### src/rtl/rts_flow_pkg.sv
package rts_flow_pkg;

   typedef enum logic [1:0] {
      TRIG_ONE      = 2'd0,
      TRIG_QUARTER  = 2'd1,
      TRIG_HALF     = 2'd2,
      TRIG_NEARFULL = 2'd3
   } trig_code_e;

   // Count at which the far end is told to pause.
   function automatic int unsigned release_level(input logic [1:0] code);
      case (code)
         TRIG_ONE:     return 1;
         TRIG_QUARTER: return 4;
         TRIG_HALF:    return 8;
         default:      return 14;
      endcase
   endfunction

   // Count at or below which sending may resume.
   function automatic int unsigned resume_level(input logic [1:0] code);
      case (code)
         TRIG_ONE:     return 0;
         TRIG_QUARTER: return 1;
         TRIG_HALF:    return 4;
         default:      return 8;
      endcase
   endfunction

endpackage

### src/rtl/rts_occupancy.sv
module rts_occupancy #(
   parameter int unsigned DEPTH = 16,
   parameter int unsigned CNT_W = $clog2(DEPTH + 1)
) (
   input  logic             clk,
   input  logic             rst_n,
   input  logic             push,
   input  logic             pop,
   input  logic             flush,
   output logic [CNT_W-1:0] cnt_q,
   output logic [CNT_W-1:0] cnt_nxt
);
   localparam logic [CNT_W-1:0] FULL = CNT_W'(DEPTH);

   always_comb begin
      cnt_nxt = cnt_q;
      if (flush)
         cnt_nxt = '0;
      else if (push && !pop && cnt_q != FULL)
         cnt_nxt = cnt_q + 1'b1;
      else if (pop && !push && cnt_q != '0)
         cnt_nxt = cnt_q - 1'b1;
   end

   always_ff @(posedge clk or negedge rst_n) begin
      if (!rst_n) cnt_q <= '0;
      else        cnt_q <= cnt_nxt;
   end

   a_r2_bounded: assert property (@(posedge clk) disable iff (!rst_n)
      cnt_q <= FULL);

   a_r2_single_step: assert property (@(posedge clk) disable iff (!rst_n)
      !$past(flush) |-> (cnt_q == $past(cnt_q) || cnt_q == $past(cnt_q) + 1'b1
                         || cnt_q + 1'b1 == $past(cnt_q)));

   a_r2_full_push_ignored: assert property (@(posedge clk) disable iff (!rst_n)
      (push && !pop && !flush && cnt_q == FULL) |=> cnt_q == FULL);

   a_r5_flush_empties: assert property (@(posedge clk) disable iff (!rst_n)
      flush |=> cnt_q == '0);

endmodule

### src/rtl/rts_levels.sv
module rts_levels
   import rts_flow_pkg::*;
#(
   parameter int unsigned CNT_W = 5
) (
   input  logic [1:0]       code,
   output logic [CNT_W-1:0] hi_lvl,
   output logic [CNT_W-1:0] lo_lvl
);
   localparam int unsigned NCODES = 4;

   logic [CNT_W-1:0] hi_tab [NCODES];
   logic [CNT_W-1:0] lo_tab [NCODES];

   for (genvar g = 0; g < NCODES; g++) begin : g_tab
      assign hi_tab[g] = CNT_W'(release_level(2'(g)));
      assign lo_tab[g] = CNT_W'(resume_level(2'(g)));
   end

   assign hi_lvl = hi_tab[code];
   assign lo_lvl = lo_tab[code];

   always_comb begin
      a_r4_ordered: assert (lo_lvl < hi_lvl);
   end

endmodule

### src/rtl/rts_hyst.sv
module rts_hyst #(
   parameter int unsigned CNT_W = 5
) (
   input  logic             clk,
   input  logic             rst_n,
   input  logic             flush,
   input  logic [CNT_W-1:0] cnt_nxt,
   input  logic [CNT_W-1:0] hi_lvl,
   input  logic [CNT_W-1:0] lo_lvl,
   output logic             held_q
);
   always_ff @(posedge clk or negedge rst_n) begin
      if (!rst_n)                held_q <= 1'b0;
      else if (flush)            held_q <= 1'b0;
      else if (cnt_nxt >= hi_lvl) held_q <= 1'b1;
      else if (cnt_nxt <= lo_lvl) held_q <= 1'b0;
   end

   a_r3_release: assert property (@(posedge clk) disable iff (!rst_n)
      (!flush && cnt_nxt >= hi_lvl) |=> held_q);

   a_r4_resume: assert property (@(posedge clk) disable iff (!rst_n)
      (!flush && cnt_nxt <= lo_lvl) |=> !held_q);

   a_r4_band_hold: assert property (@(posedge clk) disable iff (!rst_n)
      (!flush && cnt_nxt > lo_lvl && cnt_nxt < hi_lvl) |=> $stable(held_q));

   a_r5_flush_resumes: assert property (@(posedge clk) disable iff (!rst_n)
      flush |=> !held_q);

endmodule

### src/rtl/rts_flow_ctrl.sv
module rts_flow_ctrl
   import rts_flow_pkg::*;
#(
   parameter int unsigned DEPTH = 16,
   parameter int unsigned CNT_W = $clog2(DEPTH + 1)
) (
   input  logic             clk,
   input  logic             rst_n,
   input  logic             auto_en,
   input  logic             sw_rts,
   input  logic [1:0]       trig_sel,
   input  logic             push,
   input  logic             pop,
   input  logic             flush,
   output logic             rts_n,
   output logic [CNT_W-1:0] level
);
   if (DEPTH < 14) begin : g_bad_depth
      $error("DEPTH must cover the highest release level");
   end
   if ((1 << CNT_W) <= DEPTH) begin : g_bad_width
      $error("CNT_W too narrow for DEPTH");
   end

   logic [CNT_W-1:0] cnt_q, cnt_nxt, hi_lvl, lo_lvl;
   logic             held_q;

   rts_occupancy #(.DEPTH(DEPTH), .CNT_W(CNT_W)) u_occ (
      .clk(clk), .rst_n(rst_n), .push(push), .pop(pop), .flush(flush),
      .cnt_q(cnt_q), .cnt_nxt(cnt_nxt)
   );

   rts_levels #(.CNT_W(CNT_W)) u_lvl (
      .code(trig_sel), .hi_lvl(hi_lvl), .lo_lvl(lo_lvl)
   );

   rts_hyst #(.CNT_W(CNT_W)) u_hyst (
      .clk(clk), .rst_n(rst_n), .flush(flush), .cnt_nxt(cnt_nxt),
      .hi_lvl(hi_lvl), .lo_lvl(lo_lvl), .held_q(held_q)
   );

   assign rts_n = auto_en ? held_q : ~sw_rts;
   assign level = cnt_q;

   a_r1_empty_low: assert property (@(posedge clk) disable iff (!rst_n)
      (auto_en && level == '0) |-> !rts_n);

endmodule

### config.mk
export PLATFORM = sky130hd
export DESIGN_NAME = rts_flow_ctrl
export DESIGN_NICKNAME = d
export VERILOG_FILES = /design/src/rtl/rts_flow_pkg.sv /design/src/rtl/rts_occupancy.sv /design/src/rtl/rts_levels.sv /design/src/rtl/rts_hyst.sv /design/src/rtl/rts_flow_ctrl.sv
export SDC_FILE = /design/constraint.sdc
export NUM_CORES = 1
export LEC_CHECK = 0
export ABC_CLOCK_PERIOD_IN_PS = 5600
export BUFFER_PORTS_ARGS = -buffer_cell sky130_fd_sc_hd__buf_2
export CAP_MARGIN = 20
export CORE_AREA = 2 2 39 41
export DETAILED_ROUTE_END_ITERATION = 6
export DIE_AREA = 0 0 41 43
export GPL_TIMING_DRIVEN = 0
export HOLD_SLACK_MARGIN = 0.12
export MAX_ROUTING_LAYER = met4
export PLACE_DENSITY = 0.79
export REMOVE_ABC_BUFFERS = 1
export SLEW_MARGIN = 20
export SYNTH_ARGS = -nofsm -noshare
export SYNTH_HDL_FRONTEND = slang
export SYNTH_SLANG_ARGS = --single-unit
### constraint.sdc
create_clock -name clk -period 5.6 [get_ports clk]
set_clock_uncertainty 0.15 [all_clocks]
set_input_delay 0.56 -clock clk [delete_from_list [all_inputs] [get_ports clk]]
set_output_delay 0.56 -clock clk [all_outputs]
set_load 0.01 [all_outputs]
==> flow_metrics.tcl, run 1 <==
set metrics [dict create \
    ys_seq_area_share_pct 24.29 \
    dr.pass1.iters 4 \
    max-slew-margin-rel_pct 72.16 \
    clk_pin_slew_ns 0.05 \
    hold_path.class "input pin to flip-flop" \
    routedWlPerCell_um 13.55 \
    synthSimpleGateAreaFrac_pct 19.64 \
    ir_worst_vdd_v 0.0001155 \
    slew_viol_final 0 \
    min-delay-start "flush" \
    fp.dieW_um 41 \
    num_vias 604 \
    tritoncts "yes" \
    crit_fanout 8 \
    synth_fa_ha_area_share_pct 18.22 \
    track_usage_pct 19.92 \
    maxCapViolCount 0 \
    period_needed_ns 3.174 \
    status "complete, no violations" \
    htree_levels 1 \
    antenna_left 0 \
    die_y_um 43 \
    avgSynthCellArea_um2 8.353 \
    dp_hpwl_um 1124 \
    grt_pass1_wl_um 2242 \
    area_delta_synth_final_pct 17.21 \
    synthCells 74 \
    place.gp.congestion 0.7397 \
    synth_compound_area_share_pct 24.70 \
    yosys.area.top_type_share_pct 24.29 \
    fmax_mhz 315.0 \
    stdcell_area_um2 724.4 \
    utilization_pct 52.35 \
    cts_max_path_buffers 2 \
    antenna_found_initial 0 \
    fin_crit_sh_pct 56.69 \
    power.total_w 0.0001868 \
    drt_iter0_markers 8 \
    hold_viol 0 \
    crit_arrival_ns 3.14 \
    clock-sinks 6 \
    placed_cell_area_um2 691.9 \
    yosys_warnings 0 \
    rsz0062_at_grt "false" \
    worst_pin_slew_ns 0.4168 \
    critPathLaunch "u_occ.cnt_q[1]$_DFF_PN0_" \
    coreArea_um2 1384 \
    yosysTopAreaCell "dfrtp_1" \
    grt_overflow 0 \
    drt-vias-per-instance 5.698 \
    io_buffer_count 14 \
    muxShareOfSynthArea_pct 0 \
    r2r-start "u_occ.cnt_q[1]$_DFF_PN0_" \
    num_rows 14 \
    end_kind "flip-flop" \
    crit_type "flip-flop to flip-flop" \
    yosysUniqueCellTypes 29 \
    required_ns 5.57 \
    clock_latency_ns 0.25 \
    drive_gt1_share_pct 22.22 \
    synth_top_family_by_area "compound AO/OA/AOI/OAI gates" \
    fin_setup_tns_ns 0 \
    grt_pass1_vias 550 \
    dieArea_um2 1763 \
    diodes 0 \
    synthTopCellsByArea "dfrtp_1 (24%), ha_1 (18%), nor2_1 (4.9%), inv_1 (4.3%), xnor2_1 (4.3%)" \
    drc 0 \
    ioPinCount 15 \
    finalNetCount 110 \
    setup_viol 0 \
    synth-xor-area-share_pct 5.668 \
    ys_ff_latch 6 \
    drt_wl_total_um 1436 \
    cts-root-buf "clkbuf_4" \
    synth_area_um2 618.1 \
    crit_path_start_kind "flip-flop" \
    start_util_pct 44.67 \
    p_leak_nw 0.3741 \
    cts_inserted_buffers 3 \
    power_density_nw_per_um2 257.8 \
    cts_setup_buffers 0 \
    grt_max_degree 11 \
]
## power by group
part	internal, W	total (W)	leakage (nW)	switching [W]
logic	0.0000414	0.0000865	0.278	0.0000451
registers	0.0000493	0.0000586	0.0820	0.00000936
clock network	0.0000244	0.0000416	0.0138	0.0000173
total	0.000115	0.000187	0.374	0.0000717
## through the flow
step	hold WS, ns	worst slack (ns)	std cells
after detailed placement	0.2405	2.452	102
after floorplan	0.1144	2.813	72
after CTS	0.3911	2.426	106
final	0.3990	2.426	106
after global routing	0.3957	2.123	106
after global placement	0.2344	2.544	102
## placed cells by master (no fill, tap or decap), types with 3 or more instances in the layout
cell and count:
nor2_1 8, dfrtp_1 6, clkbuf_4 3, nand2_1 5
a21o_1 3, inv_1 7, xnor2_1 3, buf_2 14
ha_1 9, o21ai_0 5, a21oi_1 3, a31oi_1 3
## per-layer routing
| layer | GRT usage, % | up-vias | part of all wire (%) |
|---|---|---|---|
| met3 | 3.141 | 4 | 3.9 |
| met4 | 12.00 | 0 | 2.4 |
| li1 | - | 299 | - |
| met5 | - | - | 0 |
| met1 | 18.81 | 280 | 42 |
| met2 | 34.69 | 21 | 52 |
## sequential cells by signal, summed over array words and instances, names as in the netlist
name           count
u_occ.cnt_q        5
u_hyst.held_q      1
## kinds of logic (layout without fill, tap and decap cells)
family / after synthesis / after routing
simple gates: 23 / 23
buf+inv: 10 / 26
xor+xnor: 4 / 4
flops: 6 / 6
fa+ha+maj: 9 / 9
compound gates: 22 / 22
## synth_stat cells, drive strengths merged
cell    number
a21oi        3
nand3        1
a21o         3
o22ai        1
xor2         1
dfrtp        6
buf          2
o41ai        1
xnor2        3
nor2b        1
nand2b       2
and2b        1
o21ai        5
nor4b        1
or3b         1
a211oi       1
o211a        1
nor2         8
nand2        5
o311ai       1
nand4        2
a31oi        3
inv          8
o2111a       2
ha           9
o21bai       1
or2          1
## repair_timing
action | 4_1_cts | 5_1_grt
hold buffers | 1 | 0
endpoints found under the hold margin | 6 | 0
gates resized for setup | 0 | 0
## critical path: stages (launching register included)
cell and delay [ns]:
dfrtp_1 0.46, inv_1 0.08, ha_1 0.23, or3b_4 0.28
o21ai_0 0.07, o41ai_1 0.36, xnor2_1 0.14, nor2_1 0.24
ha_1 0.31, a211oi_1 0.24, a31oi_1 0.06, o311ai_1 0.29
a31oi_1 0.13
## worst paths after layout
path / endpoint / slack [ns] / depth (start not counted)
hold / removal: u_hyst.held_q$_DFFE_PN0P_ / 0.40 / 2
min in group asynchronous: u_occ.cnt_q[2]$_DFF_PN0_ / 0.53 / 2
setup / recovery: u_hyst.held_q$_DFFE_PN0P_ / 2.43 / 12
hold reg to reg: u_hyst.held_q$_DFFE_PN0P_ / 0.46 / 2
max in group asynchronous: u_occ.cnt_q[4]$_DFF_PN0_ / 4.62 / 2
setup reg to reg: u_hyst.held_q$_DFFE_PN0P_ / 2.43 / 12
## final cells by class
class	count	area, um2
well taps	16	20.02
repair buffers	15	80.08
fillers	137	659.4
inverters	8	30.03
clock buffers	3	22.52
flip-flops and latches	6	150.1
multi-input cells	58	421.7
Note: power is estimated with default switching activity, not from simulation.
==> inputs of run 2 (changes only) <==
--- a/config.mk
+++ b/config.mk
@@ -5,16 +5,16 @@
 export SDC_FILE = /design/constraint.sdc
 export NUM_CORES = 1
 export LEC_CHECK = 0
-export ABC_CLOCK_PERIOD_IN_PS = 5600
+export ABC_CLOCK_PERIOD_IN_PS = 2900
 export BUFFER_PORTS_ARGS = -buffer_cell sky130_fd_sc_hd__buf_2
 export CAP_MARGIN = 20
-export CORE_AREA = 2 2 39 41
+export CORE_MARGIN = 2
+export CORE_UTILIZATION = 46
 export DETAILED_ROUTE_END_ITERATION = 6
-export DIE_AREA = 0 0 41 43
 export GPL_TIMING_DRIVEN = 0
 export HOLD_SLACK_MARGIN = 0.12
 export MAX_ROUTING_LAYER = met4
-export PLACE_DENSITY = 0.79
+export PLACE_DENSITY = 0.81
 export REMOVE_ABC_BUFFERS = 1
 export SLEW_MARGIN = 20
 export SYNTH_ARGS = -nofsm -noshare
==> constraint.sdc (replaced) <==
create_clock -name clk -period 2.9 [get_ports clk]
set_clock_uncertainty 0.15 [all_clocks]
set_input_delay 0.29 -clock clk [delete_from_list [all_inputs] [get_ports clk]]
set_output_delay 0.29 -clock clk [all_outputs]
set_load 0.01 [all_outputs]
==> flow_metrics.tcl, run 2 (synthesis gave the netlist of run 1 again) <==
set metrics [dict create \
    slew_viol_final 0 \
    dr.pass1.iters 4 \
    cts-root-buf "clkbuf_4" \
    clock-sinks 6 \
    antenna_left 0 \
    cpMaxStageDelayCell "dfrtp_2" \
    p_int_w 0.0002540 \
    end_kind "flip-flop" \
    ir_worst_vdd_v 0.0002274 \
    antenna_found_initial 0 \
    pre_cts_ws_ns -0.1327 \
    start_util_pct 48.10 \
    max-slew-margin-rel_pct 72.04 \
    drc 0 \
    tritoncts "yes" \
    setup_viol 0 \
    path_cells "inv_2 -> ha_4 -> or3b_4 -> o22ai_1 -> xnor2_1 -> or2_4 -> ha_1 -> nand2b_1 -> a21o_1 -> a21o_1 -> a21oi_1 -> a31oi_1" \
    switchingPower_w 0.0001469 \
    reg2reg_depth 12 \
    drive_gt1_share_pct 36.08 \
    final_cell_mix "buf_2 (14), ha_1 (7), buf_4 (7)" \
    area_delta_synth_final_pct 29.76 \
    hold_depth 2 \
    htree_levels 1 \
    hold_path.class "input pin to flip-flop" \
    pwr-share-seq_pct 27.0 \
    largest_register "u_occ.cnt_q" \
    fillers 124 \
    slowest_delay_ns 0.41 \
    fin_crit_sh_pct 97.61 \
    clock_latency_ns 0.24 \
    track_usage_pct 19.70 \
    worst_pin_slew_ns 0.4185 \
    drt_iter0_markers 9 \
    reg2reg_slack_ns 0.07 \
    fin_setup_tns_ns 0 \
    rsz0062_at_grt "true" \
    required_ns 2.86 \
    finalNetCount 117 \
    dp_hpwl_um 1069 \
    switching_share_pct 36.65 \
    fin_cells 112 \
    crit_arrival_ns 2.79 \
    place.gp.congestion 0.7556 \
    p_leak_nw 0.4078 \
    diodes 0 \
    grt_overflow 0 \
    fin_hold_ws_ns 0.1554 \
    cts_max_path_buffers 2 \
    drt-vias-per-instance 5.464 \
    power_density_nw_per_um2 499.8 \
    fp.dieW_um 40.66 \
    num_rows 13 \
    ioPinCount 15 \
    drt_wl_total_um 1437 \
    p_clk_share_pct 18.6 \
    largest_registers "u_occ.cnt_q (5), u_hyst.held_q (1)" \
    cp_common_cell "a21o_1" \
    crit_path_start_kind "flip-flop" \
    power.total_w 0.0004009 \
    coreArea_um2 1285 \
    die_y_um 40.66 \
    num_vias 612 \
    clk_pin_slew_ns 0.04 \
    hold_viol 0 \
    maxCapViolCount 0 \
    routedWlPerCell_um 12.83 \
    period_needed_ns 2.831 \
    mostFrequentLayoutCell "buf_2" \
    combPwrFrac_pct 54.4 \
    largest_reg_flops 5 \
    setup_slack_ns 0.06929 \
    status "complete, no violations" \
    placed_cells 101 \
    fmax_mhz 353.3 \
    crit_fanout 6 \
    grt_max_degree 11 \
    cts_inserted_buffers 3 \
    grt_pass1_wl_um 2056 \
    crit_type "flip-flop to flip-flop" \
    io_buffer_count 14 \
    dieArea_um2 1653 \
    grt_pass1_vias 503 \
]
-- run 2: cell count changes in the layout (fill, tap and decap cells not counted), sizes merged --
cell  delta
buf      +7
-- run 2: per-layer routing --
| metal | share of wire (%) | vias up | GRT usage, % |
|---|---|---|---|
| met5 | 0 | - | - |
| met4 | 0.84 | 0 | 5.000 |
| met3 | 2.7 | 2 | 3.261 |
| met2 | 54 | 12 | 36.51 |
| met1 | 42 | 284 | 21.55 |
| li1 | - | 314 | - |
-- run 2: metrics by stage --
| stage | area, um2 | util, % |
|---|---|---|
| 2_1_floorplan | 601.8 | - |
| 3_3_place_gp | 690.7 | 53.75 |
| 3_5_place_dp | 690.7 | 53.75 |
| 4_1_cts | 744.5 | 57.94 |
| 5_1_grt | 802.0 | 62.41 |
| 6_report | 802.0 | 62.41 |
-- run 2: layout make-up --
cell class                      count  area (um2)  area share, %
Clock buffer                        3       22.52          2.808
Tap cell                           15       18.77          2.340
Timing Repair Buffer               22       132.6          16.54
Multi-Input combinational cell     58       446.7          55.69
Sequential cell                     6       151.4          18.88
Inverter                            8       30.03          3.744
-- run 2: path summary, 6_finish.rpt --
check	from	end
worst min register to register	u_hyst.held_q$_DFFE_PN0P_	u_hyst.held_q$_DFFE_PN0P_
worst min-delay path	flush	u_hyst.held_q$_DFFE_PN0P_
min in group asynchronous	rst_n	u_occ.cnt_q[4]$_DFF_PN0_
worst max-delay path	u_occ.cnt_q[1]$_DFF_PN0_	u_hyst.held_q$_DFFE_PN0P_
worst max register to register	u_occ.cnt_q[1]$_DFF_PN0_	u_hyst.held_q$_DFFE_PN0P_
max in group asynchronous	rst_n	u_occ.cnt_q[1]$_DFF_PN0_
-- run 2: power groups by stage --
stage          sequential (W)  combinational, W   clock, W
5_1_grt              0.000110          0.000242  0.0000846
3_3_place_gp         0.000112          0.000158          0
2_1_floorplan        0.000114          0.000117          0
3_5_place_dp         0.000113          0.000166          0
4_1_cts              0.000107          0.000184  0.0000773
6_report             0.000108          0.000218  0.0000747
-- run 2: worst max-delay path: cells and delay by family, from the launching register on --
kind / cells / cell delay [ns]
AND/OR/NAND/NOR: 3 / 0.81
XOR/XNOR: 1 / 0.12
flip-flops: 1 / 0.41
AO/OA/AOI/OAI: 5 / 0.73
adder cells (fa/ha/maj): 2 / 0.41
buffers and inverters: 1 / 0.07
-- run 2: timing repair --
item,in CTS,in global routing
hold buffers,1,0
endpoints found under the setup margin,1,1
gates cloned,0,0
pin swaps,0,5
setup buffers,2,5
endpoints found under the hold margin,6,0
resized for setup,4,6
